`src/rtl/ai_cmd_seq_pkg.sv`:
```
package ai_cmd_seq_pkg;
  localparam int BYTE_W   = 8;
  localparam int SAMPLE_W = 2 * BYTE_W;
  localparam int ADDR_W   = 3;
  localparam int CHAN_W   = 4;
  localparam int RANGE_W  = 2;

  localparam logic [1:0] OFS_LO   = 2'd0;
  localparam logic [1:0] OFS_HI   = 2'd1;
  localparam logic [1:0] OFS_CMD  = 2'd2;
  localparam logic [1:0] OFS_STAT = 2'd3;

  localparam int STAT_DONE_BIT = 7;

  typedef enum logic [2:0] {
    ST_IDLE,
    ST_CMD,
    ST_PREQ,
    ST_PCHK,
    ST_RLO,
    ST_RHI,
    ST_HCAP,
    ST_DONE
  } seq_state_t;

  typedef struct packed {
    logic [CHAN_W-1:0]  chan;
    logic [RANGE_W-1:0] rng;
    logic               diff;
  } req_t;
endpackage

```
`src/rtl/ai_cmd_enc.sv`:
```
module ai_cmd_enc
  import ai_cmd_seq_pkg::*;
(
  input  req_t              req,
  output logic [BYTE_W-1:0] cmd_byte,
  output logic              bank_hi,
  output logic              bipolar
);
  logic [CHAN_W-2:0] local_ch;

  always_comb begin
    bank_hi  = req.chan[CHAN_W-1];
    local_ch = req.chan[CHAN_W-2:0];
    cmd_byte = '0;
    cmd_byte[7]   = ~req.diff;
    cmd_byte[6]   = local_ch[0];
    cmd_byte[5:4] = local_ch[2:1];
    cmd_byte[3:2] = req.rng;
    bipolar  = ~req.rng[1];
  end
endmodule

```
`src/rtl/ai_poll_timer.sv`:
```
module ai_poll_timer #(
  parameter int LIMIT = 100000
) (
  input  logic clk,
  input  logic rst_n,
  input  logic clear,
  input  logic step,
  output logic last
);
  localparam int CNT_W = (LIMIT > 1) ? $clog2(LIMIT) : 1;
  localparam logic [CNT_W-1:0] LAST_VAL = CNT_W'(LIMIT - 1);

  logic [CNT_W-1:0] cnt;

  always_ff @(posedge clk or negedge rst_n) begin
    if (!rst_n)      cnt <= '0;
    else if (clear)  cnt <= '0;
    else if (step)   cnt <= cnt + 1'b1;
  end

  assign last = (cnt == LAST_VAL);
endmodule

```
`src/rtl/ai_result_asm.sv`:
```
module ai_result_asm
  import ai_cmd_seq_pkg::*;
(
  input  logic                clk,
  input  logic                rst_n,
  input  logic                cap_lo,
  input  logic                cap_hi,
  input  logic                zero,
  input  logic                bipolar,
  input  logic [BYTE_W-1:0]   rdata,
  output logic [SAMPLE_W-1:0] sample
);
  localparam logic [SAMPLE_W-1:0] WRAP = SAMPLE_W'(1) << (SAMPLE_W - 1);

  logic [BYTE_W-1:0]   lo_q;
  logic [SAMPLE_W-1:0] raw;

  assign raw = {rdata, lo_q};

  always_ff @(posedge clk or negedge rst_n) begin
    if (!rst_n) begin
      lo_q   <= '0;
      sample <= '0;
    end else begin
      if (cap_lo) lo_q <= rdata;
      if (zero)        sample <= '0;
      else if (cap_hi) sample <= bipolar ? raw + WRAP : raw;
    end
  end
endmodule

```
`src/rtl/ai_cmd_seq.sv`:
```
module ai_cmd_seq
  import ai_cmd_seq_pkg::*;
#(
  parameter int TIMEOUT_POLLS = 100000
) (
  input  logic                clk,
  input  logic                rst_n,
  input  logic                req_valid,
  output logic                req_ready,
  input  logic [CHAN_W-1:0]   req_chan,
  input  logic [RANGE_W-1:0]  req_range,
  input  logic                req_diff,
  output logic                res_valid,
  input  logic                res_ready,
  output logic [SAMPLE_W-1:0] res_data,
  output logic                res_err,
  output logic [ADDR_W-1:0]   bus_addr,
  output logic                bus_wr,
  output logic                bus_rd,
  output logic [BYTE_W-1:0]   bus_wdata,
  input  logic [BYTE_W-1:0]   bus_rdata
);
  seq_state_t        state, state_nx;
  req_t              req_q;
  logic              second_q;
  logic              err_q;
  logic [BYTE_W-1:0] cmd_byte;
  logic              bank_hi;
  logic              bipolar;
  logic              poll_last;
  logic              stat_done;
  logic              accept;
  logic [1:0]        ofs;

  ai_cmd_enc u_enc (
    .req      (req_q),
    .cmd_byte (cmd_byte),
    .bank_hi  (bank_hi),
    .bipolar  (bipolar)
  );

  assign stat_done = bus_rdata[STAT_DONE_BIT];

  ai_poll_timer #(.LIMIT(TIMEOUT_POLLS)) u_timer (
    .clk   (clk),
    .rst_n (rst_n),
    .clear (state == ST_CMD),
    .step  ((state == ST_PCHK) && !stat_done),
    .last  (poll_last)
  );

  ai_result_asm u_res (
    .clk     (clk),
    .rst_n   (rst_n),
    .cap_lo  (state == ST_RHI),
    .cap_hi  (state == ST_HCAP),
    .zero    ((state == ST_PCHK) && !stat_done && poll_last),
    .bipolar (bipolar),
    .rdata   (bus_rdata),
    .sample  (res_data)
  );

  assign req_ready = (state == ST_IDLE);
  assign accept    = req_valid && req_ready;
  assign res_valid = (state == ST_DONE);
  assign res_err   = err_q;

  always_comb begin
    state_nx = state;
    case (state)
      ST_IDLE: if (accept) state_nx = ST_CMD;
      ST_CMD:  state_nx = ST_PREQ;
      ST_PREQ: state_nx = ST_PCHK;
      ST_PCHK: begin
        if (stat_done)      state_nx = second_q ? ST_RLO : ST_CMD;
        else if (poll_last) state_nx = ST_DONE;
        else                state_nx = ST_PREQ;
      end
      ST_RLO:  state_nx = ST_RHI;
      ST_RHI:  state_nx = ST_HCAP;
      ST_HCAP: state_nx = ST_DONE;
      ST_DONE: if (res_ready) state_nx = ST_IDLE;
      default: state_nx = ST_IDLE;
    endcase
  end

  always_ff @(posedge clk or negedge rst_n) begin
    if (!rst_n) begin
      state    <= ST_IDLE;
      req_q    <= '0;
      second_q <= 1'b0;
      err_q    <= 1'b0;
    end else begin
      state <= state_nx;
      if (accept) begin
        req_q    <= '{chan: req_chan, rng: req_range, diff: req_diff};
        second_q <= 1'b0;
        err_q    <= 1'b0;
      end
      if (state == ST_PCHK && stat_done)               second_q <= 1'b1;
      if (state == ST_PCHK && !stat_done && poll_last) err_q    <= 1'b1;
    end
  end

  always_comb begin
    bus_wr    = 1'b0;
    bus_rd    = 1'b0;
    bus_wdata = '0;
    ofs       = OFS_LO;
    case (state)
      ST_CMD:  begin bus_wr = 1'b1; bus_wdata = cmd_byte; ofs = OFS_CMD; end
      ST_PREQ: begin bus_rd = 1'b1; ofs = OFS_STAT; end
      ST_RLO:  begin bus_rd = 1'b1; ofs = OFS_LO; end
      ST_RHI:  begin bus_rd = 1'b1; ofs = OFS_HI; end
      default: ;
    endcase
    bus_addr = {bank_hi, ofs};
  end
endmodule

```
`config.mk`:
```
export PLATFORM = sky130hd
export DESIGN_NAME = ai_cmd_seq
export DESIGN_NICKNAME = d
export VERILOG_FILES = /design/src/rtl/ai_cmd_seq_pkg.sv /design/src/rtl/ai_cmd_enc.sv /design/src/rtl/ai_poll_timer.sv /design/src/rtl/ai_result_asm.sv /design/src/rtl/ai_cmd_seq.sv
export SDC_FILE = /design/constraint.sdc
export NUM_CORES = 1
export LEC_CHECK = 0
export CAP_MARGIN = 10
export CELL_PAD_IN_SITES_DETAIL_PLACEMENT = 0
export CELL_PAD_IN_SITES_GLOBAL_PLACEMENT = 2
export CORE_MARGIN = 1.5
export CORE_UTILIZATION = 39
export CTS_CLUSTER_DIAMETER = 200
export DETAILED_ROUTE_END_ITERATION = 8
export DONT_BUFFER_PORTS = 1
export PLACE_DENSITY_LB_ADDON = 0.1
export SKIP_LAST_GASP = 1
export SYNTH_ARGS = -nofsm -noshare
export SYNTH_HDL_FRONTEND = slang
export SYNTH_SLANG_ARGS = --single-unit
```
`constraint.sdc`:
```
create_clock -name clk -period 2.22 [get_ports clk]
set_input_delay 0.111 -clock clk [delete_from_list [all_inputs] [get_ports clk]]
set_output_delay 0.111 -clock clk [all_outputs]
set_load 0.05 [all_outputs]
```
Word level (Yosys, flattened, before mapping)
Cells that the tools add are included.
W data, S select, Z words.

cells by class
  bitwise gates (word level) = 1
  reduce and logical (&&, ||, !) cells = 12
  eq/ne operators = 10
  multiplexer cells = 18
  add/subtract/negate cells = 2

operator list
  kind                      number
  $mux W16                  3
  $mux W17                  2
  $pmux W3 S8               1
  $add A17 B1 Y17 const B   1
  $eq A17 B17 Y1 const B    1
  $add A16 B16 Y16 const B  1
  $mux W3                   5
  $eq A3 B3 Y1 const B      4
  $mux W8                   1
  $reduce_bool A2 Y1        4
  $eq A3 B2 Y1 const B      2
  $pmux W2 S3               1
  $mux W1                   5
  $logic_and A1 B1 Y1       4
  $ne A2 B1 Y1 const B      2
  $eq A3 B1 Y1 const B      1
  $logic_not A3 Y1          1
  $reduce_or A3 Y1          1
  $reduce_and A2 Y1         1
  $logic_not A1 Y1          1
  $not A1 Y1                1

storage, ports and cells
  input bits = 19
  register bits after elaboration = 53
  output and inout bits = 32

Longest topological paths before layout
Gate-level depths: netlist of run 1.

  depth in word-level cells = 4
  gate-level depth with buffers = 7
  depth with buffers taken out = 5

By module
Synthesis of run 1 repeated with hierarchy kept, for this count alone.

second synthesis, totals
  cell total of the unflattened synthesis = 237
  area total of the unflattened synthesis = 2631.3 µm²

modules (own cells, without submodules)
  module         seq. area each (µm²)  cells each  area each (µm²)  instances
  ai_result_asm  600.6                 70          964.7            1
  ai_poll_timer  425.4                 93          897.1            1
  ai_cmd_seq     300.3                 63          698.2            1
  ai_cmd_enc     0.0                   11          71.3             1

Least setup slack after synthesis of run 1
Ideal clock, no wire load.

  path kind = register -> register
  from = register state[1]
  to = register req_q[0] in the netlist's numbering
  arrival = 2584 ps
  period minus slack after synthesis = 2709 ps
  path slack = -489 ps
  library setup time = 125 ps
  stages on the path, launching flop included = 5
  cells stage by stage = dfrtp_1 -> clkbuf_1 -> nor3_1 -> nand2_1 -> mux2_2

on the way
  word-level cells in the longest chain between the ends = 2

ends and longest elaborated chain
  item                    RTL line          source
  from (decl)             ai_cmd_seq.sv:23  seq_state_t state, state_nx;
  from (signal assigned)  ai_cmd_seq.sv:94  state <= state_nx;
  $logic_not A3 Y1        ai_cmd_seq.sv:63  assign req_ready = (state == ST_IDLE);
  via req_ready           ai_cmd_seq.sv:9   output logic req_ready,
  $logic_and A1 B1 Y1     ai_cmd_seq.sv:64  assign accept = req_valid && req_ready;
  to (signal assigned)    ai_cmd_seq.sv:96  req_q <= '{chan: req_chan, rng: req_range, diff: req_diff};
  to (decl)               ai_cmd_seq.sv:24  req_t req_q;

The timed path passes the listed nets, and every way through them passes these cells.
A chain may end at the register's enable or synchronous reset.

Worst setup path after layout of run 1
  from = register state[1]
  to = output port bus_addr[0]

on the way
  word-level cells in the longest chain between the ends = 2

ends and longest elaborated chain
  item                                        RTL line           source
  $eq A3 B3 Y1, or another cell as far along  ai_cmd_seq.sv:110  case (state)
  $pmux W2 S3 *                               ai_cmd_seq.sv:110
  to (decl)                                   ai_cmd_seq.sv:17   output logic [ADDR_W-1:0] bus_addr,

Every way passes the cells marked *; elsewhere a longest branch is shown, timed or not.

==> results of run 1 <==
cell usage in the layout (no fill, tap or decap), drive strengths merged, types with 6 or more instances in the layout:
master / Yosys / final
nor2: 35 / 35
mux2i: 16 / 16
a21oi: 10 / 10
mux2: 16 / 16
nand2: 16 / 16
nand4: 6 / 6
o21ai: 7 / 7
xnor2: 8 / 8
buf: 6 / 19
dlygate4sd3: 0 / 17
dfrtp: 53 / 53
stage by stage:
stage	cell area, um2	hold WS, ps
final	2980	36.8
after global placement	2650	-183
after detailed placement	2650	-183
after global routing	2980	84.1
after CTS	2980	38.9
after floorplan	2490	-185
critical path: stages, from the launching register on:
cell	delay, ps
dfrtp_1	530
nand2b_1	280
or2_2	440
o21ai_1	130
buf_4	210
cell type report:
cell class,instances,share of cell area
clock inverter,3,0.0218
timing repair buffer,36,0.112
multi-input combinational,163,0.364
sequential,53,0.445
tap,75,0.0315
inverter,2,0.00252
clock buffer,5,0.0231
worst paths after layout:
kind                       cells after the start            from              end
max                                            4        state[1]      bus_addr[0]
min                                            3       res_ready         state[1]
max reg2reg                                    5  u_timer.cnt[0]  u_timer.cnt[16]
min reg2reg                                    1        req_q[3]         req_q[3]
max in group asynchronous                      2           rst_n         second_q
min in group asynchronous                      2           rst_n         req_q[1]
sequential cells by signal, indices dropped and copies added (netlist names):
signal / count
u_timer.cnt: 17
u_res.sample: 16
u_res.lo_q: 8
res_err: 1
req_q: 7
second_q: 1
state: 3
where the power goes:
part	total [W]	internal [W]	switching, W
registers	0.00217	0.00131	0.000857
clock network	0.000757	0.000448	0.000310
logic	0.00132	0.000558	0.000764
total	0.00425	0.00232	0.00193
cells by family (layout without fill, tap and decap cells):
logic type | Yosys count | in the layout
other | 1 | 2
adders and majority gates | 1 | 1
DFF | 53 | 53
xor gates and xnor gates | 11 | 11
AOI/OAI and AO/OA | 21 | 21
buffers and inverters | 16 | 46
muxes | 32 | 32
and+or+nand+nor | 96 | 96
layer usage:
layer | GRT usage | wire length [um]
met1 | 0.221 | 2420
met2 | 0.266 | 2460
met3 | 0.0557 | 276
met4 | 0.0450 | 60
met5 | 0 | 0
==> reports/qor.txt, run 1 <==
number of synthesized register bits = 53
xor/xnor share of the synthesized area = 0.0388
Max IR drop VDD = 0.679 mV
Cells after DPL = 311
Core ar. = 6030 um2
total global routing overflow = 0
kind of end point of the critical path = primary output
pre-CTS setup slack = 306 ps
post-synthesis instance total = 231
Worst-path clk slew = 90 ps
EDFF count, synth = 0
Initial Utilization = 0.412
die width = 82.8 um
die height = 82.8 um
worst slew pin tran = 505 ps
Adder-Cell Fraction of Synth Area = 0.00504
HPWL Detailed = 3.60 mm
H-tree levels = 2
HP Class = in -> reg
Vias/cell = 5.31
row count = 28
Setup Skew = 7.03 ps
max-cap violation count = 0
Num CTS Buffers = 5
reg2reg setup slack = 300 ps
sequential-to-total area share from yosys stat = 0.534
TritonCTS clock tree = done
Initial DRC Count = 87
final worst slack = 225 ps
first-pass GRT wire length = 8.67 mm
Final Setup Violations = 0
Yosys warnings = 0
total power = 0.00425 W
Synth area leader = dfrtp_1
fillers = 557
multi-input logic area = 1090 um2
vias in the first global route = 1776
placer congestion estimate = 0.830
final cell count without fillers = 337
Static Leak = 1.37 nW
mux contribution to synthesized area = 0.137
Layout Nets = 281
Distinct cells, synth = 37
hold_buf cts = 18
IO Pins = 51
final setup TNS = 0 ps
postcts setup bufs = 0
n_diodes = 0
clk_lat worst skew = 300 ps
Resize count post-CTS = 0
share of layout cells above drive strength 1 = 0.191
initial antenna violation count = 0
synthesized area per cell = 10.7 um2
max_slew headroom = 0.663
wire per inst = 15.5 um
post-synthesis simple-gate area fraction = 0.206
most common cell in the netlist = dfrtp_1
largest family of logic cells by synthesized area = simple AND/OR/NAND/NOR gates
Post-DRT Antenna Nets = 0
clk buf depth = 2
area share of the leading cell type in the synthesized netlist = 0.534
WL final = 5.21 mm
power density cells = 1420 nW/um2
WP data required = 2110 ps
Pins Over Slew Limit = 0
IO Port Bufs = 0
element type at the critical path start = flop
GRT Util Overall = 0.168
outcome = complete, no violations
Setup CP Type = reg -> out
Mapped Area = 2480 um2
utilization after layout = 0.495
minimum clock period = 2000 ps
Critical Path AT = 1880 ps
RSZ-0062 raised after global routing = false
Post-route DRC = 0
CTS Root Cell = clkbuf_8
largest net degree at the start of global routing = 54
drt pass-1 iters = 4
Crit Path Max Fanout = 12
fin crit share = 0.899
Area Growth Syn to Fin = 20.1%
Hold Vio Cnt, Final = 0
CTS Sinks = 53
Top FF cell, synth = dfrtp_1
Synth top cells by count = dfrtp_1, nor2_1, mux2_2, mux2i_1, nand2_1
Reg area = 1330 um2
fmax = 501 MHz
asr flop ratio synth = 1.00
post-synthesis compound-gate area fraction = 0.0449
vias = 1790
die area = 6850 um2
top cells by area, synth = dfrtp_1, mux2_2, mux2i_1
(Power assumes the default switching activity.)
==> inputs of run 2 (changes only) <==
--- a/config.mk
+++ b/config.mk
@@ -9,10 +9,12 @@
 export CELL_PAD_IN_SITES_DETAIL_PLACEMENT = 0
 export CELL_PAD_IN_SITES_GLOBAL_PLACEMENT = 2
 export CORE_MARGIN = 1.5
-export CORE_UTILIZATION = 39
+export CORE_UTILIZATION = 41
+export CTS_BUF_LIST = sky130_fd_sc_hd__clkbuf_4
 export CTS_CLUSTER_DIAMETER = 200
 export DETAILED_ROUTE_END_ITERATION = 8
 export DONT_BUFFER_PORTS = 1
+export GPL_TIMING_DRIVEN = 0
 export PLACE_DENSITY_LB_ADDON = 0.1
 export SKIP_LAST_GASP = 1
 export SYNTH_ARGS = -nofsm -noshare
==> reports/qor.txt, run 2 (synthesized netlist as in run 1, its figures left out) <==
DR WL met3 = 238 um
Setup Skew = 20.7 ps
max_slew headroom = 0.570
WL final = 5.43 mm
final setup TNS = 0 ps
Post-DRT Antenna Nets = 0
vias = 1779
kind of end point of the critical path = primary output
CTS Root Cell = clkbuf_4
HP Start = req_valid
Final Setup Violations = 0
Core ar. = 5890 um2
Post-route DRC = 0
largest net degree at the start of global routing = 54
final worst slack = 202 ps
Hold Vio Cnt, Final = 0
most frequent cells in the layout = dfrtp_1, nor2_1, dlygate4sd3_1
first-pass GRT wire length = 8.93 mm
Initial Utilization = 0.422
drt pass-1 iters = 4
CP max stage delay = 570 ps
fmax = 496 MHz
row count = 28
Pins Over Slew Limit = 0
Vias/cell = 5.34
WHS = 19.2 ps
placer congestion estimate = 0.776
reg2reg start = u_timer.cnt[0]
Static Leak = 1.31 nW
GRT Util Overall = 0.181
worst path bufs/invs = 1
total power = 0.00399 W
vias in the first global route = 1880
Num CTS Buffers = 5
CTS Sinks = 53
CP delay by family, top = compound AO/OA/AOI/OAI gates
max-cap violation count = 0
Regs by FF count = u_timer.cnt x17, u_res.sample x16, u_res.lo_q x8
R2R depth = 5
top layer reached by signal wires = met4
HP Class = in -> reg
worst r2r dst = u_timer.cnt[16]
fin crit share = 0.909
total global routing overflow = 0
Initial DRC Count = 68
initial antenna violation count = 0
pre-CTS setup slack = -187 ps
reg2reg setup slack = 290 ps
Max IR drop VDD = 0.710 mV
Worst-path clk slew = 170 ps
HPWL Detailed = 3.72 mm
RSZ-0062 raised after global routing = false
clk_lat worst skew = 380 ps
Crit Path Max Fanout = 10
Met2 Routed Length = 2.84 mm
Area Growth Syn to Fin = 17.8%
IO Port Bufs = 0
element type at the critical path start = flop
die area = 6530 um2
IO Pins = 51
Slowest-stage cell, CP = a21oi_2
worst hold stages = 3
register with the most flip-flops = u_timer.cnt
die width = 80.8 um
critical path depth = 3
die height = 80.8 um
Layout Nets = 277
n_diodes = 0
power density cells = 1370 nW/um2
WL met1 = 2.26 mm
Critical Path AT = 1910 ps
wire per inst = 16.3 um
Worst Hold Endpoint = res_err
outcome = complete, no violations
share of layout cells above drive strength 1 = 0.209
most common cell after layout, fill and taps aside = dfrtp_1
TritonCTS clock tree = done
max reg flops = 17
worst slew pin tran = 645 ps
clk buf depth = 2
WP data required = 2110 ps
Setup CP Type = reg -> out
H-tree levels = 2
CP cell instances = clkbuf_2 > nand2b_1 > a21oi_2
minimum clock period = 2020 ps
run 2: repair_timing:
item / in CTS / in global routing
endpoints found under the hold margin: 80 / 0
setup endpoints to repair: 37 / 26
hold buffers: 20 / 0
gates resized for setup: 9 / 13
buffers inserted: 0 / 0
pin swaps: 0 / 1
run 2: metrics by stage:
step	std cells	util	area, um2
floorplan	232	-	2490
detailed placement	308	0.440	2590
finish	333	0.497	2920
global route	333	0.497	2920
CTS	335	0.492	2890
global placement	307	0.439	2580
run 2: worst max-delay path by stage:
stage | from | to | slack (ps)
2_1_floorplan | state[1] | req_q[0] | 70
3_3_place_gp | state[1] | req_q[2] | -120
3_5_place_dp | state[1] | req_q[5] | -190
4_1_cts | state[1] | bus_rd | -200
5_1_grt | state[1] | bus_addr[1] | 90
6_report | state[1] | bus_addr[1] | 200
run 2: final cells by class:
class	count	area, um2
tap	75	93.8
sequential	53	1330
clock buffer	5	37.5
inverter	2	7.51
clock inverter	3	28.8
buffer	11	68.8
multi-input combinational	163	1130
timing repair buffer	21	225
fill	553	2960
run 2: worst register-to-register path, cell delays in order, from the launching register on:
cell	delay [ps]
dfrtp_1	430
ha_1	230
nand4_1	150
or4_4	570
or3_1	360
a21oi_1	140
run 2: power by group:
part / internal, W / switching, W
logic: 0.000536 / 0.000858
registers: 0.00131 / 0.000812
clock network: 0.000141 / 0.000338
run 2: metal layers:
metal | GRT usage | vias to the layer above
met5 | 0 | -
met3 | 0.0517 | 8
met2 | 0.313 | 33
met1 | 0.212 | 883
met4 | 0.0672 | 0
li1 | - | 855
